$ cat config.mk
export PLATFORM = sky130hd
export DESIGN_NAME = extclk_bypass_ctrl
export DESIGN_NICKNAME = d
export VERILOG_FILES = /design/src/rtl/extbyp_pkg.sv /design/src/rtl/extbyp_regs.sv /design/src/rtl/extbyp_req.sv /design/src/rtl/extbyp_div.sv /design/src/rtl/extclk_bypass_ctrl.sv
export SDC_FILE = /design/constraint.sdc
export NUM_CORES = 1
export LEC_CHECK = 0
export BUFFER_PORTS_ARGS = -buffer_cell sky130_fd_sc_hd__buf_4
export CORE_MARGIN = 5
export CORE_UTILIZATION = 35
export DETAILED_ROUTE_END_ITERATION = 8
export GPL_ROUTABILITY_DRIVEN = 0
export PLACE_DENSITY = 0.68
export SYNTH_ARGS = -nofsm -noshare
export SYNTH_HDL_FRONTEND = slang
export SYNTH_HIERARCHICAL = 1
export SYNTH_SLANG_ARGS = --single-unit
$ cat constraint.sdc
create_clock -name clk_i -period 1 [get_ports clk_i]
set_input_delay 0.1 -clock clk_i [delete_from_list [all_inputs] [get_ports clk_i]]
set_output_delay 0.1 -clock clk_i [all_outputs]
set_load 0.01 [all_outputs]
$ cat src/rtl/extbyp_pkg.sv
package extbyp_pkg;
   localparam int unsigned SEL_W = 4;
   localparam logic [SEL_W-1:0] SEL_EXT_CODE = 4'b1010;
   localparam logic [SEL_W-1:0] SEL_RESET    = 4'b0101;
   localparam int unsigned MAX_DIV = 6;

   typedef enum logic {
      ADDR_SEL = 1'b0,
      ADDR_WEN = 1'b1
   } reg_addr_e;
endpackage

$ cat src/rtl/extbyp_regs.sv
module extbyp_regs
   import extbyp_pkg::*;
(
   input  logic             clk_i,
   input  logic             rst_ni,
   input  logic             wr_i,
   input  logic             addr_i,
   input  logic [SEL_W-1:0] wdata_i,
   output logic [SEL_W-1:0] rdata_o,
   output logic [SEL_W-1:0] sel_o
);
   logic [SEL_W-1:0] sel_q;
   logic             wen_q;
   logic             sel_we, wen_clr;

   assign sel_we  = wr_i && (addr_i == ADDR_SEL) && wen_q;
   assign wen_clr = wr_i && (addr_i == ADDR_WEN) && !wdata_i[0];

   always_ff @(posedge clk_i or negedge rst_ni) begin
      if (!rst_ni) begin
         sel_q <= SEL_RESET;
         wen_q <= 1'b1;
      end else begin
         if (sel_we)  sel_q <= wdata_i;
         if (wen_clr) wen_q <= 1'b0;
      end
   end

   always_comb begin
      if (addr_i == ADDR_WEN) rdata_o = {{(SEL_W-1){1'b0}}, wen_q};
      else                    rdata_o = sel_q;
   end

   assign sel_o = sel_q;

   // a cleared write-enable never returns to 1
   a_r4_wen_sticky: assert property (@(posedge clk_i) disable iff (!rst_ni)
      !wen_q |=> !wen_q);
   // the select value is frozen while locked
   a_r5_locked_sel_hold: assert property (@(posedge clk_i) disable iff (!rst_ni)
      !wen_q |=> $stable(sel_q));
endmodule

$ cat src/rtl/extbyp_req.sv
module extbyp_req
   import extbyp_pkg::*;
(
   input  logic             clk_i,
   input  logic             rst_ni,
   input  logic [SEL_W-1:0] sel_i,
   input  logic             dft_allow_i,
   input  logic             lc_req_i,
   input  logic             byp_ack_i,
   output logic             byp_req_o,
   output logic             lc_ack_o,
   output logic             switched_o
);
   logic sw_req;
   logic ack_q;

   assign sw_req    = (sel_i == SEL_EXT_CODE) && dft_allow_i;
   assign byp_req_o = lc_req_i || sw_req;

   always_ff @(posedge clk_i or negedge rst_ni) begin
      if (!rst_ni) ack_q <= 1'b0;
      else         ack_q <= byp_ack_i;
   end

   assign lc_ack_o   = lc_req_i && ack_q;
   assign switched_o = ack_q;

   // no permission and no life-cycle request means no bypass request
   a_r3_no_dft_no_req: assert property (@(posedge clk_i) disable iff (!rst_ni)
      (!dft_allow_i && !lc_req_i) |-> !byp_req_o);
   // life-cycle acknowledge only while requested
   a_r7_ack_needs_req: assert property (@(posedge clk_i) disable iff (!rst_ni)
      lc_ack_o |-> lc_req_i);
   // life-cycle acknowledge rises only after a bypass acknowledge was seen
   a_r7_ack_follows_switch: assert property (@(posedge clk_i) disable iff (!rst_ni)
      $rose(lc_ack_o) |-> $past(byp_ack_i));
endmodule

$ cat src/rtl/extbyp_div.sv
module extbyp_div #(
   parameter int unsigned BASE_LOG2 = 1
) (
   input  logic clk_i,
   input  logic rst_ni,
   input  logic fast_req_i,
   output logic div_o
);
   localparam int unsigned CNT_W = BASE_LOG2 + 1;
   localparam logic [CNT_W-1:0] HALF_SLOW = CNT_W'(1) << BASE_LOG2;
   localparam logic [CNT_W-1:0] HALF_FAST = CNT_W'(1) << (BASE_LOG2 - 1);

   if (BASE_LOG2 < 1) begin : g_bad_log2
      $error("extbyp_div: BASE_LOG2 must be at least 1");
   end

   logic [CNT_W-1:0] cnt_q;
   logic             out_q, fast_q, last;

   assign last = (cnt_q == ((fast_q ? HALF_FAST : HALF_SLOW) - CNT_W'(1)));

   always_ff @(posedge clk_i or negedge rst_ni) begin
      if (!rst_ni) begin
         cnt_q  <= '0;
         out_q  <= 1'b0;
         fast_q <= 1'b0;
      end else if (last) begin
         cnt_q <= '0;
         out_q <= ~out_q;
         if (!out_q) fast_q <= fast_req_i;   // period boundary: rising edge
      end else begin
         cnt_q <= cnt_q + CNT_W'(1);
      end
   end

   assign div_o = out_q;

   // ratio changes coincide with a rising output edge
   a_r9_switch_at_boundary: assert property (@(posedge clk_i) disable iff (!rst_ni)
      (fast_q != $past(fast_q)) |-> $rose(out_q));
endmodule

$ cat src/rtl/extclk_bypass_ctrl.sv
module extclk_bypass_ctrl
   import extbyp_pkg::*;
#(
   parameter int unsigned NUM_DIV = 2
) (
   input  logic               clk_i,
   input  logic               rst_ni,
   input  logic               lc_byp_req_i,
   output logic               lc_byp_ack_o,
   input  logic               dft_allow_i,
   output logic               byp_req_o,
   input  logic               byp_ack_i,
   input  logic               reg_wr_i,
   input  logic               reg_addr_i,
   input  logic [SEL_W-1:0]   reg_wdata_i,
   output logic [SEL_W-1:0]   reg_rdata_o,
   output logic [NUM_DIV-1:0] div_clk_o
);
   if (NUM_DIV < 1 || NUM_DIV > MAX_DIV) begin : g_bad_num
      $error("extclk_bypass_ctrl: NUM_DIV out of range");
   end

   logic [SEL_W-1:0] sel;
   logic             switched;

   extbyp_regs u_regs (
      .clk_i   (clk_i),
      .rst_ni  (rst_ni),
      .wr_i    (reg_wr_i),
      .addr_i  (reg_addr_i),
      .wdata_i (reg_wdata_i),
      .rdata_o (reg_rdata_o),
      .sel_o   (sel)
   );

   extbyp_req u_req (
      .clk_i       (clk_i),
      .rst_ni      (rst_ni),
      .sel_i       (sel),
      .dft_allow_i (dft_allow_i),
      .lc_req_i    (lc_byp_req_i),
      .byp_ack_i   (byp_ack_i),
      .byp_req_o   (byp_req_o),
      .lc_ack_o    (lc_byp_ack_o),
      .switched_o  (switched)
   );

   for (genvar k = 0; k < NUM_DIV; k++) begin : g_div
      extbyp_div #(.BASE_LOG2(k + 1)) u_div (
         .clk_i      (clk_i),
         .rst_ni     (rst_ni),
         .fast_req_i (switched),
         .div_o      (div_clk_o[k])
      );
   end
endmodule

==> out/qor.csv <==
stage,metric,value,unit
status,status,"finished, violations left",
status,failed_checks,setup timing,
cts,clk_root_buffer_cell,clkbuf_4,
sta,setup_viol,14,
sta,hold_violations,0,
pwr,p_seq_share,43.0,%
routing,drtAntennaViolNets,0,
synthesis,syn_area,689.4,um2
pwr,switching_share,31.47,%
cts,clk_latency,0.27,ns
sta,fmax,0.7728,GHz
routing,avgRoutedWirePerCell,12.03,um
global_route,grt_use_met2,17.33,%
synthesis,yosysSeqAreaShare,54.99,%
floorplan,die_h,54.38,um
global_route,busiest_layer,met2,
floorplan,core,1922,um2
final_layout,regArea,379.1,um2
worst_setup_path,end_kind,primary output,
global_route,grt_start_max_net_pins,16,
sta,worst_slew_pin_slew,0.2426,ns
final_layout,layout-drive-gt1-share,59.09,%
routing,routed_wl,1.383,mm
cts,cts_htree_levels,1,
synthesis,syn-num-nets,64,
synthesis,ys_warn_count,6,
synthesis,syn_avg_cell_area,13.26,um2
hold_path,min_path_type,input pin to flop,
worst_setup_path,max_stage_delay,0.38,ns
global_route,grt_pass1_wl,2.346,mm
worst_setup_path,cp-start-kind,flop,
hold_path,min_path_cells,2,
pwr,vdd_drop_max,1014,uV
cts,cts_num_sinks,15,
routing,first_iter_violations,1,
global_route,use_met3,4.087,%
worst_setup_path,required,0.90,ns
global_route,grt_overflow,0,
placement,dpl_worst_slack,-0.09090,ns
placement,place_area,903.4,um2
routing,via_count,508,
cts,cts_tree,built,
floorplan,dieArea,2957,um2
floorplan,start_util,35.87,%
synthesis,synth_top_family_by_area,simple AND/OR/NAND/NOR gates,
sta,drv_slew,0,
worst_setup_path,slowest_stage,dfstp_2,
pwr,netSwitchingPower,680.2,uW
pwr,leakage,0.5433,nW
final_layout,layout_commonest_cell,buf_4,
job,max-cap-violations,0,
floorplan,pin_count,19,
placement,hpwl,1.002,mm
synthesis,synth_compound_area_share,8.530,%
sta,fin_setup_tns,-1.622,ns
worst_setup_path,cp.arrival,1.19,ns
global_route,antenna_found_initial,0,
final_layout,area_growth,53.54,%
worst_setup_path,crit_chain,"nor4bb_1, a21o_1, buf_4",
routing,drc_errors,0,
synthesis,synth-xor-area-share,5.082,%
pwr,pwr-share-clk,15.4,%
final_layout,layout_common_cells,"buf_4 (21), dfrtp_1 (12), buf_6 (9), mux2_4 (4)",
synthesis,muxShareOfSynthArea,11.98,%
global_route,grt_pass1_vias,559,
pwr,power.total,2.161,mW
global_route,grtUsageTotal,11.32,%
sta,slew_headroom,83.61,%
final_layout,fin_nets,101,
placement,io_buffers,18,
final_layout,antennaDiodeCount,0,
cts,path_clk_slew,0.09,ns
synthesis,ys_ff_latch,15,
worst_setup_path,ff2ff_setup_slack,-0.17,ns
synthesis,synth_fa_ha_area_share,1.815,%
final_layout,multi_input_area,329.1,um2
worst_setup_path,critPathMaxFanout,3,
synthesis,synth_cell_types,25,
worst_setup_path,worstSetupPathType,flop to primary output,
worst_setup_path,r2r_cells,3,
sta,skew,0.004792,ns
global_route,met1_usage,13.71,%
floorplan,rows,16,
final_layout,fillers,184,
sta,timing.final.crit_share,129.4,%
synthesis,netlist_instances,52,
sta,fin_crit,1.294,ns
pwr,p_per_area,2042,nW/um2
final_layout,final_cell_area,1059,um2
routing,dr.pass1.iters,3,
pwr,p_comb_share,41.7,%
routing,drt-vias-per-instance,4.417,
sta,rsz0062_at_grt,yes,
cts,cts_buffers,3,
cts,cts_buffer_depth,2,
floorplan,die_w,54.38,um
sta,setup_slack,-0.2940,ns
synthesis,synthSimpleGateAreaFrac,15.97,%
pwr,p_int,1.481,mW
power groups by stage:
stage	clock, mW	combinational (mW)	sequential, mW
floorplan	0	0.386	0.930
global placement	0	0.686	0.905
detailed placement	0	0.704	0.912
CTS	0.348	0.794	0.915
global route	0.366	1.01	0.955
finish	0.332	0.900	0.928
registers in the layout, summed over array words and instances (netlist names):
register and cells:
u_req/switched_o 1, g_div.u_div/cnt_q 5, u_regs/wen_q 1, u_regs/sel_o 4, g_div.u_div/div_o 2, g_div.u_div/fast_q 2
cells by family (layout without fill, tap and decap cells):
family / Yosys count / after routing
buffers and inverters: 3 / 39
muxes: 6 / 6
and+or+nand+nor: 15 / 15
adders and majority gates: 1 / 1
xor gates and xnor gates: 4 / 4
AOI/OAI and AO/OA: 8 / 8
DFF: 15 / 15
metal layers:
metal  wire (um)  share of wire, %
met5           0                 0
met4           7              0.51
met3         117               8.5
met2         680                49
met1         577                42
area by class of cell:
| class | count | area share [%] |
|---|---|---|
| Clock buffer | 4 | 2.482 |
| Inverter | 3 | 1.064 |
| Multi-Input combinational cell | 34 | 31.09 |
| Sequential cell | 15 | 35.82 |
| Tap cell | 27 | 3.191 |
| Timing Repair Buffer | 32 | 26.36 |
worst max-delay path: cells and delay by family (launching register included):
family / cells / cell delay [ns]
buffers and inverters: 1 / 0.11
AO/OA/AOI/OAI: 1 / 0.15
AND/OR/NAND/NOR: 1 / 0.28
flip-flops: 1 / 0.38
timing repair:
action / in CTS / in global routing
hold endpoints to repair: 16 / 0
setup endpoints to repair: 13 / 18
resized for setup: 10 / 6
pin swaps: 3 / 8
buffers inserted: 3 / 3
hold buffers: 2 / 0
path summary, 6_finish.rpt:
| kind | end | from |
|---|---|---|
| max | byp_req_o | u_regs/sel_o[2] |
| min | u_regs/sel_o[2] | reg_wdata_i[2] |
| max reg2reg | u_regs/sel_o[1] | u_regs/wen_q |
| min reg2reg | u_regs/sel_o[1] | u_regs/sel_o[1] |
| max in group asynchronous | u_regs/wen_q | rst_ni |
| min in group asynchronous | g_div[1].u_div/cnt_q[0] | rst_ni |
synthesized netlist by cell type (all sizes together):
| cell type | n | area share [%] |
|---|---|---|
| dfrtp | 12 | 44 |
| mux2 | 6 | 12 |
| and2b | 3 | 3.8 |
| dfstp | 3 | 11 |
| inv | 3 | 1.6 |
| a21o | 2 | 2.2 |
| and2 | 2 | 1.8 |
| nand2 | 2 | 1.1 |
| nand3b | 2 | 4.0 |
| nor2 | 2 | 1.1 |
| xnor2 | 2 | 2.5 |
| xor2 | 2 | 2.5 |
| a211oi | 1 | 1.1 |
| ha | 1 | 1.8 |
| nand3 | 1 | 0.73 |
| nor2b | 1 | 0.91 |
| nor3b | 1 | 1.1 |
| nor4bb | 1 | 1.5 |
| o211ai | 1 | 1.1 |
| o21a | 1 | 1.1 |
| o21ai | 1 | 0.73 |
| o31ai | 1 | 1.1 |
| o41ai | 1 | 1.3 |
through the flow:
stage	instances	utilization, %	hold WS (ns)
finish	115	55.08	0.04837
CTS	112	52.67	0.03961
detailed placement	103	47.01	-0.03676
global route	115	55.08	0.03513
global placement	103	47.01	-0.03625
floorplan	52	-	-0.1956
Note: power is estimated with default switching activity, not from simulation.
